--- src/rtl/jxl_pkg.sv ---
package jxl_pkg;

    localparam int THREADS = 4;
    localparam int TID_W   = $clog2(THREADS);
    localparam int GROUPS  = 4;
    localparam int GRP_W   = $clog2(GROUPS);
    localparam int IDX_W   = 4;
    localparam int ENTRIES = 1 << IDX_W;
    localparam int SLOTS   = GROUPS * ENTRIES;
    localparam int SLOT_W  = GRP_W + IDX_W;
    localparam int OFF_W   = 12;
    localparam int IMM_W   = IDX_W + OFF_W;
    localparam int PA_W    = 32;
    localparam int PPN_W   = PA_W - OFF_W;

    typedef struct packed {
        logic             vld;
        logic [PPN_W-1:0] ppn;
    } xl_slot_t;

    typedef enum logic [1:0] {
        JK_NONE  = 2'd0,
        JK_LOCAL = 2'd1,
        JK_XLAT  = 2'd2,
        JK_FAULT = 2'd3
    } jump_kind_e;

    typedef struct packed {
        jump_kind_e       kind;
        logic [TID_W-1:0] tid;
        logic [PA_W-1:0]  pc;
    } jump_res_t;

    function automatic logic [IDX_W-1:0] idx_of(input logic [IMM_W-1:0] imm);
        return imm[IMM_W-1:OFF_W];
    endfunction

    function automatic logic [OFF_W-1:0] off_of(input logic [IMM_W-1:0] imm);
        return imm[OFF_W-1:0];
    endfunction

    function automatic logic stays_local(input logic [IMM_W-1:0] imm);
        return idx_of(imm) == '0;
    endfunction

    function automatic logic [SLOT_W-1:0] slot_of(input logic [GRP_W-1:0] grp,
                                                  input logic [IDX_W-1:0] idx);
        return {grp, idx};
    endfunction

endpackage

--- src/rtl/jxl_tag_bank.sv ---
module jxl_tag_bank
    import jxl_pkg::*;
(
    input  logic             clk,
    input  logic             rst,
    input  logic             we,
    input  logic [TID_W-1:0] wr_tid,
    input  logic [GRP_W-1:0] wr_grp,
    input  logic [TID_W-1:0] rd_tid,
    output logic [GRP_W-1:0] rd_grp
);

    logic [GRP_W-1:0] tag_q [THREADS];

    for (genvar t = 0; t < THREADS; t++) begin : g_thread
        always_ff @(posedge clk) begin
            if (rst) begin
                tag_q[t] <= '0;
            end else if (we && wr_tid == TID_W'(t)) begin
                tag_q[t] <= wr_grp;
            end
        end
    end

    assign rd_grp = tag_q[rd_tid];

endmodule

--- src/rtl/jxl_slot_array.sv ---
module jxl_slot_array
    import jxl_pkg::*;
(
    input  logic              clk,
    input  logic              rst,
    input  logic              we,
    input  logic [SLOT_W-1:0] wr_slot,
    input  xl_slot_t          wr_data,
    input  logic [SLOT_W-1:0] rd_slot,
    output xl_slot_t          rd_data
);

    xl_slot_t mem_q [SLOTS];

    always_ff @(posedge clk) begin
        if (rst) begin
            for (int s = 0; s < SLOTS; s++) begin
                mem_q[s] <= '0;
            end
        end else if (we) begin
            mem_q[wr_slot] <= wr_data;
        end
    end

    // Read sees pre-write contents: the write lands at the same edge as the result register
    assign rd_data = mem_q[rd_slot];

endmodule

--- src/rtl/jxl_target_form.sv ---
module jxl_target_form
    import jxl_pkg::*;
(
    input  logic [TID_W-1:0] tid,
    input  logic [IMM_W-1:0] imm,
    input  logic [PA_W-1:0]  pc,
    input  xl_slot_t         slot,
    output jump_res_t        res
);

    always_comb begin
        res.tid = tid;
        if (stays_local(imm)) begin
            res.kind = JK_LOCAL;
            res.pc   = {pc[PA_W-1:OFF_W], off_of(imm)};
        end else if (slot.vld) begin
            res.kind = JK_XLAT;
            res.pc   = {slot.ppn, off_of(imm)};
        end else begin
            res.kind = JK_FAULT;
            res.pc   = pc;
        end
    end

endmodule

--- src/rtl/jxl_jump_xlate.sv ---
module jxl_jump_xlate
    import jxl_pkg::*;
(
    input  logic             clk,
    input  logic             rst,
    input  logic             jmp_valid,
    input  logic [TID_W-1:0] jmp_tid,
    input  logic [IMM_W-1:0] jmp_imm,
    input  logic [PA_W-1:0]  cur_pc,
    input  logic             tag_we,
    input  logic [TID_W-1:0] tag_tid,
    input  logic [GRP_W-1:0] tag_grp,
    input  logic             ent_we,
    input  logic [GRP_W-1:0] ent_grp,
    input  logic [IDX_W-1:0] ent_idx,
    input  logic [PPN_W-1:0] ent_ppn,
    input  logic             ent_vld,
    output logic             tgt_valid,
    output logic [PA_W-1:0]  tgt_pc,
    output logic             tgt_xlat,
    output logic             fault,
    output logic [TID_W-1:0] res_tid
);

    logic [GRP_W-1:0] cur_grp;
    xl_slot_t         rd_slot;
    xl_slot_t         wr_slot_data;
    jump_res_t        res_nxt;
    jump_res_t        res_q;

    jxl_tag_bank u_tags (
        .clk    (clk),
        .rst    (rst),
        .we     (tag_we),
        .wr_tid (tag_tid),
        .wr_grp (tag_grp),
        .rd_tid (jmp_tid),
        .rd_grp (cur_grp)
    );

    assign wr_slot_data = '{vld: ent_vld, ppn: ent_ppn};

    jxl_slot_array u_slots (
        .clk     (clk),
        .rst     (rst),
        .we      (ent_we),
        .wr_slot (slot_of(ent_grp, ent_idx)),
        .wr_data (wr_slot_data),
        .rd_slot (slot_of(cur_grp, idx_of(jmp_imm))),
        .rd_data (rd_slot)
    );

    jxl_target_form u_form (
        .tid  (jmp_tid),
        .imm  (jmp_imm),
        .pc   (cur_pc),
        .slot (rd_slot),
        .res  (res_nxt)
    );

    always_ff @(posedge clk) begin
        if (rst) begin
            res_q <= '0;
        end else if (jmp_valid) begin
            res_q <= res_nxt;
        end else begin
            res_q.kind <= JK_NONE;
        end
    end

    assign tgt_valid = (res_q.kind == JK_LOCAL) || (res_q.kind == JK_XLAT);
    assign tgt_xlat  = (res_q.kind == JK_XLAT);
    assign fault     = (res_q.kind == JK_FAULT);
    assign tgt_pc    = res_q.pc;
    assign res_tid   = res_q.tid;

endmodule

--- config.mk ---
export PLATFORM = sky130hd
export DESIGN_NAME = jxl_jump_xlate
export DESIGN_NICKNAME = d
export VERILOG_FILES = /design/src/rtl/jxl_pkg.sv /design/src/rtl/jxl_tag_bank.sv /design/src/rtl/jxl_slot_array.sv /design/src/rtl/jxl_target_form.sv /design/src/rtl/jxl_jump_xlate.sv
export SDC_FILE = /design/constraint.sdc
export NUM_CORES = 2
export LEC_CHECK = 0
export BUFFER_PORTS_ARGS = -buffer_cell sky130_fd_sc_hd__buf_2
export CAP_MARGIN = 15
export CORE_UTILIZATION = 23
export DETAILED_ROUTE_END_ITERATION = 10
export PLACE_DENSITY_LB_ADDON = 0.1
export SLEW_MARGIN = 20
export SYNTH_ARGS = -nofsm -noshare
export SYNTH_HDL_FRONTEND = slang
export SYNTH_HIERARCHICAL = 1
export SYNTH_SLANG_ARGS = --single-unit
--- constraint.sdc ---
create_clock -name clk -period 3.25 [get_ports clk]
set_input_delay 0.4875 -clock clk [delete_from_list [all_inputs] [get_ports clk]]
set_output_delay 0.4875 -clock clk [all_outputs]
set_load 0.01 [all_outputs]
=== Word level (Yosys, flattened, before mapping) ===
Memories as Yosys holds them, arrays and structs flattened.
Cells that the tools add are included.

* Add/sub/neg operators: 0
* Magnitude comparators: 0
* Bitwise logic cells: 5
* Divide/modulo/power cells: 0
* Shift-type cells: 0
* Eq/ne operators: 6
* Muxes and demuxes: 28
* $mul: 0
* Reductions and logical operators: 10

{| class="wikitable"
|+ Operator list
! cell !! count
|-
| $mux 32 || 2
|-
| $mux 21 || 1
|-
| $reduce_or 21->1 || 1
|-
| $mux 1 || 20
|-
| $eq 2x2->1 const B || 4
|-
| $mux 2 || 4
|-
| $mux 6 || 1
|-
| $eq 2x1->1 const B || 2
|-
| $logic_and 1x1->1 || 4
|-
| $logic_not 4->1 || 1
|-
| $or 1x1->1 || 4
|-
| $reduce_or 3->1 || 1
|-
| $logic_not 2->1 || 1
|-
| $reduce_or 2->1 || 1
|-
| $logic_or 1x1->1 || 1
|-
| $not 1->1 || 1
|}

* Logic and storage cells: 55
* Memories kept: 2
* Input bits: 86
* Bits in latches: 0
* Flip-flop bits (word level): 36
* Bits in writable memories: 1352
* Memory bits (read-only): 0

{| class="wikitable"
|+ Memory list
! memory !! depth !! bits a word !! read ports !! clocked after memory_dff !! wr ports !! line !! RTL
|-
| u_slots.mem_q || 64 || 21 || 1 || 0 || 64 || jxl_slot_array.sv:13 || <nowiki>xl_slot_t mem_q [SLOTS];</nowiki>
|-
| u_tags.tag_q || 4 || 2 || 1 || 0 || 4 || jxl_tag_bank.sv:13 || <nowiki>logic [GRP_W-1:0] tag_q [THREADS];</nowiki>
|}

=== Depth between registers and ports, before layout ===
* Depth after elaboration: 6
* Depth in mapped cells: 14
* Mapped depth without buffers: 10

=== Modules after synthesis ===
The synthesis kept the hierarchy.

{| class="wikitable"
|+ By module, submodules not included
! module !! seq. area each (µm²) !! area an instance (µm²) !! cells each !! instances
|-
| jxl_slot_array || 40358.7 || 61840.6 || 4063 || 1
|-
| jxl_jump_xlate || 720.7 || 1582.8 || 152 || 1
|-
| jxl_target_form || 0.0 || 476.7 || 40 || 1
|-
| jxl_tag_bank || 240.2 || 394.1 || 29 || 1
|}

=== Least setup slack after synthesis ===
No wires, ideal clock.

* Path kind: input port to flip-flop
* Start point: in jmp_tid[0]
* End point: reg res_q (netlist bit tgt_pc[12])
* Setup slack: 0.134 ns
* Required time: 3.122 ns
* Data arrival time: 2.989 ns
* Stages on the path: 13
* Cell sequence: mux4_1 buf_2 or3b_2 clkbuf_1 o22ai_1 a21oi_1 a31oi_1 a311oi_1 nand2_1 buf_4 mux2_2 mux2i_1 nor2_1

{| class="wikitable"
|+ RTL lines
! what !! line !! RTL
|-
| start: declaration || jxl_jump_xlate.sv:7 || <nowiki>input logic [TID_W-1:0] jmp_tid,</nowiki>
|-
| end signal: assignment || jxl_jump_xlate.sv:65 || <nowiki>res_q <= res_nxt;</nowiki>
|-
| end: declaration || jxl_jump_xlate.sv:29 || <nowiki>jump_res_t res_q;</nowiki>
|}

==> flow_summary.yaml <==
pwr:
  pwr-share-comb_pct: 10.6
  total_power_uw: 44200
  ir_drop_v: 0.000508
  power_density_mw_per_mm2: 569
  p_int_uw: 33100
  clkPwrFrac_pct: 42.2
  power.share.sequential_pct: 47.2
  p_leak_uw: 0.0275
  p_sw_uw: 11200
  p_sw_share_pct: 25.2
clock_network:
  cts-root-buf: "clkbuf_16"
  h-tree-depth: 4
  cts_made_buffers: 174
  cts_sinks: 1388
  insertion_delay_ps: 820
  clk_pin_slew_ps: 60
  cts_tree: "built"
  clock_tree.buffer_depth: 3
drt:
  wl_mm: 236
  drt_iter0_drc: 2822
  via_per_inst: 4.27
  wl_per_cell_um: 27.9
  vias: 36159
  ant_nets: 0
  firstDrtPassIters: 7
  drc: 0
synth:
  netlist_top_cells_count: "1,352 x edfxtp_1, 1,348 x and2_1, 294 x clkbuf_1"
  yosys_warnings: 6
  yosysTopAreaCell: "edfxtp_1"
  synthFlopType: "edfxtp_1"
  yosysMostFrequentCell: "edfxtp_1"
  ys_top_cells_by_area: "edfxtp_1 63%, and2_1 13%, mux4_2 9.8%, mux2i_1 3.1%, clkbuf_1 1.7%"
  syn_inst: 4284
  yosysTopAreaCellShare_pct: 63.1
  netlist_area_mm2: 0.0643
  syn_area_per_cell_um2: 15.0
  async_reset_ff_share_pct: 0
  synth_fp_nets: 4372
  ys_ff_latch: 1388
  ys_seq_area_share_pct: 64.3
  synth_cell_types: 53
  synth-edff-count: 1352
timing:
  max_freq_mhz: 307
  worst_pin_slew_ps: 1110
  hold_viol_final: 0
  period_needed_ps: 3260
  setup_tns_ps: -6.33
  finalCritPeriodShare_pct: 100
  fin_skew_ps: 68.0
  final_max_slew_viol_count: 0
  setup_slack_ps: -6.33
  max_slew_margin_pct: 25.9
  setup_viol: 1
worst_setup_path:
  critPathLaunchType: "input port"
  required_ps: 4000
  critical_path.cell_chain: "dlygate4sd3_1 > buf_2 > buf_4 > mux4_2 > nor2b_1 > buf_6 > nand3b_1 > buf_4 > o22ai_2 > a221oi_2 > o211a_1 > mux2_2 > mux2i_1 > nor2_1"
  crit_type: "input port to register"
  crit_path_end_kind: "register"
  cp_slowest_cell: "mux4_2"
  crit_path_max_incr_delay_ps: 650
  arrival_ps: 4010
  crit_top_cell: "buf_4"
  crit_path_max_fanout: 14
min_path:
  hold_path_class: "input port to register"
global_routing:
  antenna_found_initial: 30
  grt_pass1_wl_mm: 324
  use_met1_pct: 23.6
  grtUsageMet2_pct: 27.2
  grt_max_degree: 71
  gr-usage-met3_pct: 2.13
  groute.usage.overall_pct: 16.6
  grt.busiest_layer: "met2"
  grt_overflow: 0
  first_global_vias: 37156
cells_and_area:
  drive_above_1_share_pct: 26.2
  fin_util_pct: 28.0
  postLayoutCellArea_mm2: 0.0777
  nFillCells: 27981
  syn2layout_area_growth_pct: 20.9
  nNetsFinal: 4677
status:
  violations: "setup timing"
  status: "finished, violations left"
die:
  core-area_mm2: 0.277
  die_area_mm2: 0.282
  row_count: 193
  dieHeight_um: 531
  fp.dieW_um: 531
  start_util_pct: 23.2
  top_level_ports: 123
placed_design:
  place_congestion: 0.806
  dp_hpwl_mm: 153
  io_buffers: 122
  dpl_cell_area_mm2: 0.0717
run:
  drv_cap: 0
[kinds of logic (layout without fill, tap and decap cells)]
family | count (synthesis) | after routing | synth area share, %
adders and majority gates | 2 | 2 | 0.0389
muxes | 530 | 530 | 13.9
other | 0 | 23 | 0
AOI/OAI and AO/OA | 219 | 219 | 2.50
buffers and inverters | 469 | 917 | 3.70
and+or+nand+nor | 1676 | 1676 | 15.6
DFF | 1388 | 1388 | 64.3
[area by class of cell]
| cell class | instances | area (µm²) | share of cell area (%) |
|---|---|---|---|
| flip-flops and latches | 1388 | 41300 | 53.2 |
| multi-input cells | 2427 | 20800 | 26.8 |
| repair buffers | 594 | 5530 | 7.11 |
| clock buffers | 237 | 4650 | 5.99 |
| well taps | 3705 | 4640 | 5.96 |
| clock inverters | 82 | 724 | 0.932 |
| diodes | 23 | 57.6 | 0.0740 |
| inverters | 4 | 15.0 | 0.0193 |
[cells in the final DEF, fill, tap and decap left out, types with 19 or more instances in the layout]
cell and instances:
diode_2 23, or2_2 65, buf_2 106, mux4_2 282, nor2_2 26, nand2_1 74, clkinv_2 19, buf_4 353
clkbuf_1 59, clkbuf_16 178, a21oi_1 20, mux2i_1 200, edfxtp_1 1352, clkinv_1 41, dlygate4sd3_1 33, dfxtp_1 36
buf_12 93, nor2_1 88, a22oi_1 66, mux2_2 38, and2_1 1348, nand2b_1 19
[worst max-delay path, delay by kind of cell]
family	cells	cell delay, ps
multiplexers	3	860
AO/OA/AOI/OAI	3	1030
AND/OR/NAND/NOR	3	400
buffers and inverters	5	1210
[stage by stage]
stage               std cells  hold slack (ps)  setup WS (ps)
global placement         8081              477           -408
global route             8438             75.9          -9.71
finish                   8460             79.5          -6.33
floorplan                4284              462            134
detailed placement       8081              484           -432
CTS                      8434             9.87           36.5
[sequential cells by signal (all words and copies together), names as in the netlist]
name           count
res_q              2
res_tid            2
tgt_pc            32
u_slots/mem_q   1344
u_tags/tag_q       8
[routing by layer]
layer | part of all wire, % | routed length (µm)
met1 | 47 | 111000
met2 | 47 | 111000
met3 | 4.0 | 9550
met4 | 1.5 | 3630
met5 | 0.013 | 31
[worst paths after layout]
path | from | slack (ps) | end | cells after the start
max | jmp_tid[0] | -6 | tgt_pc[29] | 14
min reg2reg | tgt_pc[2] | 490 | tgt_pc[2] | 2
max reg2reg | u_tags/tag_q[0][0] | 50 | tgt_pc[29] | 11
min | cur_pc[10] | 80 | tgt_pc[10] | 4
[power by group through the flow]
stage	Combinational (µW)	Sequential, µW	Clock (µW)
3_3_place_gp	4700	21300	0
2_1_floorplan	2300	21100	0
4_1_cts	4770	20900	19300
6_report	4670	20900	18700
5_1_grt	4930	21000	19900
3_5_place_dp	4680	21300	0
[repair_timing]
action                                  4_1_cts  5_1_grt
hold buffers                                 33        0
buffers inserted                              0        2
gates resized for setup                      21       12
pin swaps                                     1        3
hold endpoints to repair                     22        0
endpoints found under the setup margin       22       32
cloned                                        1        1
No activity file was read; power rests on OpenSTA's default activity.
